===== config.mk =====
export PLATFORM = sky130hd
export DESIGN_NAME = rfsh_sched
export DESIGN_NICKNAME = d
export VERILOG_FILES = /design/src/rtl/rfsh_pkg.sv /design/src/rtl/rfsh_phase_ctl.sv /design/src/rtl/rfsh_rank_track.sv /design/src/rtl/rfsh_grant_arb.sv /design/src/rtl/rfsh_sched.sv
export SDC_FILE = /design/constraint.sdc
export NUM_CORES = 1
export LEC_CHECK = 0
export CAP_MARGIN = 15
export CORE_AREA = 2 2 96 98
export CTS_CLUSTER_DIAMETER = 200
export DETAILED_ROUTE_END_ITERATION = 10
export DIE_AREA = 0 0 98 100
export GPL_TIMING_DRIVEN = 0
export PLACE_DENSITY_LB_ADDON = 0.2
export SLEW_MARGIN = 20
export SYNTH_ARGS = -nofsm -noshare
export SYNTH_HDL_FRONTEND = slang
export SYNTH_SLANG_ARGS = --single-unit

===== constraint.sdc =====
create_clock -name clk -period 3.83 [get_ports clk]
set_input_delay 0.9575 -clock clk [delete_from_list [all_inputs] [get_ports clk]]
set_output_delay 0.9575 -clock clk [all_outputs]
set_load 0.01 [all_outputs]

===== src/rtl/rfsh_pkg.sv =====
package rfsh_pkg;

    typedef enum logic {
        PH_READ  = 1'b0,
        PH_WRITE = 1'b1
    } phase_e;

    // Per-rank refresh status handed from a rank tracker to the arbiter
    typedef struct packed {
        logic owed;     // at least one refresh outstanding
        logic urgent;   // postponement limit reached
        logic blocked;  // inside refresh recovery window
    } rank_stat_t;

    function automatic int unsigned cnt_w(input int unsigned n);
        return (n < 2) ? 1 : $clog2(n);
    endfunction

endpackage


===== src/rtl/rfsh_phase_ctl.sv =====
module rfsh_phase_ctl
    import rfsh_pkg::*;
#(
    parameter int unsigned QW    = 6,
    parameter int unsigned HI_WM = 24,
    parameter int unsigned LO_WM = 8
) (
    input  logic          clk,
    input  logic          rst,
    input  logic [QW-1:0] wq_level,
    input  logic [QW-1:0] rq_level,
    output phase_e        phase_o
);

    phase_e ph_q, ph_d;
    logic   wq_high, wq_low, wq_empty, rd_idle;

    assign wq_high  = wq_level >= QW'(HI_WM);
    assign wq_low   = wq_level <= QW'(LO_WM);
    assign wq_empty = wq_level == '0;
    assign rd_idle  = rq_level == '0;

    // watermark hysteresis plus opportunistic drain when reads are idle
    always_comb begin
        ph_d = ph_q;
        case (ph_q)
            PH_READ:  if (wq_high || (rd_idle && !wq_empty)) ph_d = PH_WRITE;
            PH_WRITE: if (wq_empty || (wq_low && !rd_idle))  ph_d = PH_READ;
            default:  ph_d = PH_READ;
        endcase
    end

    always_ff @(posedge clk) begin
        if (rst) ph_q <= PH_READ;
        else     ph_q <= ph_d;
    end

    assign phase_o = ph_q;

endmodule


===== src/rtl/rfsh_rank_track.sv =====
module rfsh_rank_track
    import rfsh_pkg::*;
#(
    parameter int unsigned TREFI        = 3900,
    parameter int unsigned TRFC         = 208,
    parameter int unsigned MAX_POSTPONE = 8
) (
    input  logic       clk,
    input  logic       rst,
    input  logic       grant_i,
    output rank_stat_t stat_o
);

    localparam int unsigned IW = cnt_w(TREFI);
    localparam int unsigned RW = cnt_w(TRFC + 1);
    localparam int unsigned PW = cnt_w(MAX_POSTPONE + 1);

    logic [IW-1:0] ival_q;
    logic [RW-1:0] rfc_q;
    logic [PW-1:0] owe_q;
    logic          due;

    assign due = ival_q == IW'(TREFI - 1);

    always_ff @(posedge clk) begin
        if (rst) begin
            ival_q <= '0;
            rfc_q  <= '0;
            owe_q  <= '0;
        end else begin
            // interval timer, one new obligation per wrap
            ival_q <= due ? '0 : ival_q + 1'b1;
            // recovery window loaded by the grant
            if (grant_i)            rfc_q <= RW'(TRFC);
            else if (rfc_q != '0)   rfc_q <= rfc_q - 1'b1;
            case ({due, grant_i})
                2'b10: if (owe_q != PW'(MAX_POSTPONE)) owe_q <= owe_q + 1'b1;
                2'b01: owe_q <= owe_q - 1'b1;
                default: ;
            endcase
        end
    end

    assign stat_o.owed    = owe_q != '0;
    assign stat_o.urgent  = owe_q == PW'(MAX_POSTPONE);
    assign stat_o.blocked = rfc_q != '0;

endmodule


===== src/rtl/rfsh_grant_arb.sv =====
module rfsh_grant_arb
    import rfsh_pkg::*;
#(
    parameter int unsigned NR = 4
) (
    input  rank_stat_t [NR-1:0] stat_i,
    input  phase_e              phase_i,
    output logic [NR-1:0]       grant_o,
    output logic [NR-1:0]       urgent_o
);

    logic [NR-1:0] urg, opt, pick;

    always_comb begin
        for (int r = 0; r < NR; r++) begin
            // forced candidates, never while recovering
            urg[r] = stat_i[r].urgent && !stat_i[r].blocked;
            // opportunistic candidates only while draining writes
            opt[r] = stat_i[r].owed && !stat_i[r].blocked && (phase_i == PH_WRITE);
        end
        pick = (|urg) ? urg : opt;
    end

    // isolate the lowest set bit, one refresh per cycle
    assign grant_o  = pick & (~pick + 1'b1);
    assign urgent_o = urg;

endmodule


===== src/rtl/rfsh_sched.sv =====
module rfsh_sched
    import rfsh_pkg::*;
#(
    parameter int unsigned NUM_RANKS    = 4,
    parameter int unsigned QW           = 6,
    parameter int unsigned TREFI        = 3900,
    parameter int unsigned TRFC         = 208,
    parameter int unsigned HI_WM        = 24,
    parameter int unsigned LO_WM        = 8,
    parameter int unsigned MAX_POSTPONE = 8
) (
    input  logic                 clk,
    input  logic                 rst,
    input  logic [QW-1:0]        wq_level,
    input  logic [QW-1:0]        rq_level,
    output logic                 phase_write,
    output logic [NUM_RANKS-1:0] refresh_pulse,
    output logic [NUM_RANKS-1:0] rank_busy
);

    phase_e                     phase;
    rank_stat_t [NUM_RANKS-1:0] stat;
    logic [NUM_RANKS-1:0]       grant;
    logic [NUM_RANKS-1:0]       urg_vec;

    rfsh_phase_ctl #(
        .QW    (QW),
        .HI_WM (HI_WM),
        .LO_WM (LO_WM)
    ) i_phase (
        .clk      (clk),
        .rst      (rst),
        .wq_level (wq_level),
        .rq_level (rq_level),
        .phase_o  (phase)
    );

    for (genvar r = 0; r < NUM_RANKS; r++) begin : g_rank
        rfsh_rank_track #(
            .TREFI        (TREFI),
            .TRFC         (TRFC),
            .MAX_POSTPONE (MAX_POSTPONE)
        ) i_track (
            .clk     (clk),
            .rst     (rst),
            .grant_i (grant[r]),
            .stat_o  (stat[r])
        );
        assign rank_busy[r] = stat[r].blocked;
    end

    rfsh_grant_arb #(
        .NR (NUM_RANKS)
    ) i_arb (
        .stat_i   (stat),
        .phase_i  (phase),
        .grant_o  (grant),
        .urgent_o (urg_vec)
    );

    assign phase_write   = (phase == PH_WRITE);
    assign refresh_pulse = grant;

endmodule


==> impl_metrics.tcl, run 1 <==
set metrics [dict create \
    outcome "finished clean" \
    clockBufferDepth 2 \
    cts_buffers 9 \
    synth_edf_count 0 \
    tns_ps 0 \
    vias 4527 \
    crit_arrival_ps 2790 \
    finClkSkew_ps 13.72 \
    synth_area_leaders "dfxtp_1 37%, xor2_1 5.7%, nor2_1 5.6%, ha_1 4.3%, nand3_1 4.0%" \
    ys_warn_count 0 \
    async_flop_share_pct 0 \
    gp_congestion 0.8838 \
    initialDrtViolationCount 197 \
    first_pass_iters 5 \
    clk_latency_ps 360 \
    dp_hpwl_um 7952 \
    final_antenna_net_count 0 \
    p_comb_share_pct 38.3 \
    tightestPinTransition_ps 749.3 \
    wl_um 11260 \
    avgRoutedWirePerCell_um 14.68 \
    worstRegToRegCells 17 \
    critical_path.max_fanout 4 \
    synthesis.nets 638 \
    internal_power_w 0.002151 \
    synth_cells 604 \
    max_slew_margin_pct 50.04 \
    clkSlewWorstSetupHoldPaths_ps 90 \
    syn_to_final_growth_pct 15.38 \
    leakage_nw 2.428 \
    fmax_mhz 266.9 \
    die_h_um 100 \
    slew_violations 0 \
    crit_path_end_kind "output port" \
    hold_viol 0 \
    grt_max_degree 17 \
    r2r_setup_slack_ps 240 \
    cts_root_buf "clkbuf_8" \
    synth.top_cell.area_share_pct 37.46 \
    core-area_um2 8890 \
    power.share.sequential_pct 39.2 \
    min_from "g_rank[1].i_track.ival_q[0]$_SDFF_PP0_" \
    grt.total_usage_pct 23.20 \
    finalCriticalPeriod_ps 3747 \
    min_delay_path_depth 1 \
    holdPathEnd "g_rank[1].i_track.ival_q[0]$_SDFF_PP0_" \
    htree_levels 3 \
    std_cell_rows 35 \
    grt-ovfl-total 0 \
    yosys.cell_count.top_type "dfxtp_1" \
    rsz0062_at_grt "false" \
    syn-cell-area_um2 5184 \
    cts_hold_buf 0 \
    grt_pass1_vias 4321 \
    power_switching_share_pct 36.42 \
    synth.avg_cell_area_um2 8.582 \
    antenna_found_initial 0 \
    peakVddDrop_mv 0.2760 \
    yosys.area.top_type "dfxtp_1" \
    fin_hold_ws_ps 442.4 \
    p_switching_w 0.001233 \
    ys_seq_elements 97 \
    clock_power_share_pct 22.5 \
    dieArea_um2 9800 \
    drcViolationCount 0 \
    seq_area_frac_synth_pct 37.46 \
    grt_pass1_wl_um 19060 \
    initial_core_util_pct 58.31 \
    criticalPathCategory "reg2out" \
    final-setup-viol-count 0 \
    port_buffers 22 \
    num_antenna_cells 0 \
    power.density_nw_per_um2 565.8 \
    yosys-top-cells-count "97 x dfxtp_1, 77 x nor2_1, 41 x nand3_1" \
    required_ps 2870 \
    via_per_inst 5.902 \
    final_nets 685 \
    cap_violations 0 \
    r2r_start "g_rank[3].i_track.rfc_q[0]$_SDFFE_PP0P_" \
    synthFlopType "dfxtp_1" \
    rr_endpoint "g_rank[0].i_track.owe_q[3]$_SDFFE_PP0P_" \
    die_width_um 98 \
    clkSinkCount 97 \
    synth_cell_types 72 \
    pin_count 23 \
    period_share_pct 97.83 \
    critPathLaunchType "flop" \
    cts_tree "done" \
    drive_gt1_share_pct 15.24 \
    holdCritPathClass "reg2reg" \
]
-- critical path, cell delays in order (launching register included) --
cell,delay [ps]
dfxtp_2,350
inv_2,80
ha_1,180
or4b_4,480
o31a_1,330
buf_4,160
a41oi_2,230
nand2b_4,180
inv_2,60
buf_4,120
dlygate4sd2_1,270
-- registers in the layout (all words and copies together) (netlist names) --
| signal | flops |
|---|---|
| g_rank.i_track.rfc_q | 32 |
| i_phase.phase_o | 1 |
| g_rank.i_track.ival_q | 48 |
| g_rank.i_track.owe_q | 16 |
-- cell type report --
| class | instances | area (um2) |
|---|---|---|
| Tap cell | 111 | 138.9 |
| Sequential cell | 97 | 1947 |
| Buffer | 22 | 107.6 |
| Timing Repair Buffer | 37 | 331.6 |
| Inverter | 33 | 123.9 |
| Fill cell | 713 | 2909 |
| Clock buffer | 11 | 141.4 |
| Clock inverter | 5 | 86.33 |
| Multi-Input combinational cell | 451 | 3104 |
-- logic make-up after synthesis --
kind of cell               count (synthesis)  share of synthesized area (%)
and+or+nand+nor                          272                          27.88
DFF                                       97                          37.46
AOI/OAI and AO/OA                         92                          13.11
buffers and inverters                     56                          4.538
xor gates and xnor gates                  54                          9.124
adders and majority gates                 20                          5.117
muxes                                     13                          2.776
-- stage by stage --
step	cell area, um2	std cells	power [W]	util, %	setup slack [ps]
after global placement	5543	737	0.002439	62.35	78.58
after global routing	5981	767	0.003595	67.28	13.87
after floorplan	5184	604	0.002201	-	465.3
final	5981	767	0.003384	67.28	83.02
after detailed placement	5543	737	0.002490	62.35	7.116
after CTS	5884	758	0.003349	66.19	3.314
-- how the worst max path moves through the flow --
stage,slack [ps],to,cells past startpoint,from
after floorplan,470,g_rank[3].i_track.owe_q[2]$_SDFFE_PP0P_,15,g_rank[2].i_track.rfc_q[0]$_SDFFE_PP0P_
after global placement,80,refresh_pulse[0],10,g_rank[1].i_track.rfc_q[0]$_SDFFE_PP0P_
after detailed placement,7,refresh_pulse[3],11,g_rank[2].i_track.rfc_q[0]$_SDFFE_PP0P_
after CTS,3,refresh_pulse[1],10,g_rank[1].i_track.rfc_q[1]$_SDFFE_PP0P_
after global routing,10,refresh_pulse[2],9,g_rank[2].i_track.rfc_q[5]$_SDFFE_PP0P_
final,80,refresh_pulse[0],10,g_rank[3].i_track.rfc_q[0]$_SDFFE_PP0P_
-- power by group through the flow --
stage          Sequential [W]  Combinational (W)  Clock (W)
2_1_floorplan         0.00129           0.000910          0
3_3_place_gp          0.00132            0.00112          0
3_5_place_dp          0.00133            0.00116          0
4_1_cts               0.00132            0.00126   0.000772
5_1_grt               0.00135            0.00143   0.000810
6_report              0.00133            0.00130   0.000761
-- cells in the final DEF (no fill, tap or decap), types with 11 or more instances in the layout --
cell type         n
dfxtp_1          93
nor2_1           77
nand3_1          40
nand2_1          34
xor2_1           34
a21oi_1          32
nor3_1           31
inv_1            23
buf_4            22
xnor2_1          20
clkdlybuf4s50_1  19
ha_1             18
and3_1           15
clkbuf_1         15
or3_1            12
o21ai_0          11
-- layer usage --
layer / vias to the layer above / global-route usage, % / part of all wire, %
li1: 2238 / - / -
met1: 2146 / 29.59 / 45
met2: 117 / 39.36 / 49
met3: 26 / 3.552 / 3.7
met4: 0 / 9.829 / 2.5
met5: - / 0 / 0
-- timing repair --
| action | in CTS | in global routing |
|---|---|---|
| resized for setup | 18 | 9 |
| gates cloned | 0 | 0 |
| endpoints found under the setup margin | 5 | 4 |
| pin swaps | 7 | 5 |
| buffers inserted | 6 | 9 |
No activity file was read; power rests on OpenSTA's default activity.
==> inputs of run 2 (changes only) <==
Settings changed: CELL_PAD_IN_SITES_DETAIL_PLACEMENT set to 1, CELL_PAD_IN_SITES_GLOBAL_PLACEMENT set to 2, CORE_AREA 2 2 96 98 to 2 2 135 137, DIE_AREA 0 0 98 100 to 0 0 137 139, SETUP_SLACK_MARGIN set to 0.5.
==> run 2 against run 1 <==
  * Via count grew 3.9%
  * Setup slack gained 310 ps
  * Critical path depth is the same
  * Critical path type unchanged
==> impl_metrics.tcl, run 2 (same netlist as run 1, synthesis figures left out) <==
set metrics [dict create \
    grt_pass1_wl_um 24250 \
    critPathLaunchType "flop" \
    period_share_pct 89.81 \
    leakage_nw 2.739 \
    avgRoutedWirePerCell_um 15.66 \
    fmax_mhz 290.7 \
    tightestPinTransition_ps 857.3 \
    final_antenna_net_count 0 \
    cp_num_buf_inv 5 \
    regArea_um2 1969 \
    clkSinkCount 97 \
    via_per_inst 5.029 \
    path_cells "inv_2 -> ha_4 -> or4b_4 -> o31a_1 -> buf_6 -> a41oi_4 -> nand2b_4 -> inv_4 -> buf_6 -> buf_6" \
    clkSlewWorstSetupHoldPaths_ps 70 \
    cp_common_cell "buf_6" \
    power.density_nw_per_um2 563.7 \
    slowest_delay_ps 500 \
    cts_buffers 9 \
    initial_core_util_pct 29.36 \
    core-area_um2 17660 \
    cts_root_buf "clkbuf_16" \
    num_antenna_cells 0 \
    grt.total_usage_pct 15.92 \
    finalPower_w 0.003905 \
    initialDrtViolationCount 154 \
    dp_hpwl_um 9765 \
    postLayoutCellArea_um2 6928 \
    wl_um 14640 \
    clk_latency_ps 360 \
    max_slew_margin_pct 42.84 \
    finClkSkew_ps 10.85 \
    cap_violations 0 \
    drcViolationCount 0 \
    tns_ps 0 \
    slowest_stage "or4b_4" \
    cts_hold_buf 0 \
    final_nets 735 \
    regMostFlops "g_rank.i_track.ival_q" \
    gp_congestion 0.7909 \
    finalNonFillerCells 935 \
    placed_area_um2 5702 \
    slew_violations 0 \
    final-setup-viol-count 0 \
    grt-ovfl-total 0 \
    place_inst 855 \
    die_width_um 137 \
    std_cell_rows 49 \
    outcome "finished clean" \
    first_pass_iters 4 \
    critical_path.max_fanout 4 \
    syn_to_final_growth_pct 33.65 \
    htree_levels 3 \
    multi_input_comb_area_um2 3341 \
    reg_top3 "g_rank.i_track.ival_q x48, g_rank.i_track.rfc_q x32, g_rank.i_track.owe_q x16" \
    cts_tree "done" \
    dieArea_um2 19040 \
    criticalPathCategory "reg2out" \
    die_h_um 139 \
    pin_count 23 \
    grt_max_degree 16 \
    holdCritPathClass "reg2reg" \
    crit_path_end_kind "output port" \
    crit_family "simple AND/OR/NAND/NOR gates" \
    grt_pass1_vias 4887 \
    rsz0062_at_grt "true" \
    hold_viol 0 \
    crit_arrival_ps 2480 \
    final_cell_mix "83 x dfxtp_1, 72 x nor2_1, 58 x buf_4, 40 x nand3_1, 34 x xor2_1" \
    final_common_cell "dfxtp_1" \
    fillers 2042 \
    finalCriticalPeriod_ps 3440 \
    peakVddDrop_mv 0.3134 \
    port_buffers 22 \
    drive_gt1_share_pct 27.05 \
    vias 4702 \
    required_ps 2870 \
    clockBufferDepth 2 \
    antenna_found_initial 0 \
    largest_register_ffs 48 \
]
==> run 2: cell count changes in the layout (fill, tap and decap cells not counted), sizes merged <==
cell and delta:
buf +52, clkbuf +2, inv -2, bufinv -1
clkdlybuf4s50 -1, clkinv +1, clkinvlp +1, dlygate4sd2 -1
dlymetal6s2s -1
==> run 2: layout make-up <==
type                    instances  share of cell area, %
inverters                      33                  1.969
flip-flops and latches         97                  28.43
clock inverters                 4                 0.7405
well taps                     229                  4.136
plain buffers                  23                  2.095
multi-input cells             451                  48.22
repair buffers                 86                  10.71
clock buffers                  12                  3.702
==> run 2: layer usage <==
layer | routed length (um) | vias to the layer above | global-route usage, %
met5 | 0 | - | 0
met4 | 171 | 0 | 4.232
li1 | - | 2348 | -
met2 | 7253 | 31 | 26.84
met1 | 6830 | 2310 | 20.72
met3 | 386 | 13 | 2.961
==> run 2: timing repair <==
| action | in CTS | in global routing |
|---|---|---|
| setup buffers | 52 | 12 |
| pin swaps | 23 | 16 |
| resized for setup | 102 | 25 |
| setup endpoints to repair | 11 | 10 |
| gates cloned | 0 | 0 |
==> run 2: power by group <==
part / switching [W] / total, W / leakage [nW] / internal [W]
sequential: 0.000174 / 0.00134 / 0.798 / 0.00117
combinational: 0.000838 / 0.00162 / 1.79 / 0.000782
clock: 0.000400 / 0.000943 / 0.149 / 0.000542
==> run 2: final timing paths <==
check | from | cells after the start | slack (ps) | end
worst max-delay path | g_rank[3].i_track.rfc_q[1]$_SDFFE_PP0P_ | 10 | 390 | refresh_pulse[0]
worst min-delay path | g_rank[1].i_track.ival_q[0]$_SDFF_PP0_ | 1 | 450 | g_rank[1].i_track.ival_q[0]$_SDFF_PP0_
worst max register to register | g_rank[1].i_track.rfc_q[1]$_SDFFE_PP0P_ | 15 | 450 | g_rank[1].i_track.owe_q[3]$_SDFFE_PP0P_
worst min register to register | g_rank[1].i_track.ival_q[0]$_SDFF_PP0_ | 1 | 450 | g_rank[1].i_track.ival_q[0]$_SDFF_PP0_
==> run 2: stage by stage <==
| step | hold slack, ps | util, % | worst slack [ps] |
|---|---|---|---|
| global placement | 425.3 | 32.26 | -29.17 |
| finish | 449.3 | 39.24 | 390.2 |
| detailed placement | 439.4 | 32.29 | -49.09 |
| CTS | 453.2 | 38.11 | 367.9 |
| floorplan | 413.2 | - | 517.3 |
| global route | 477.4 | 39.24 | 312.4 |
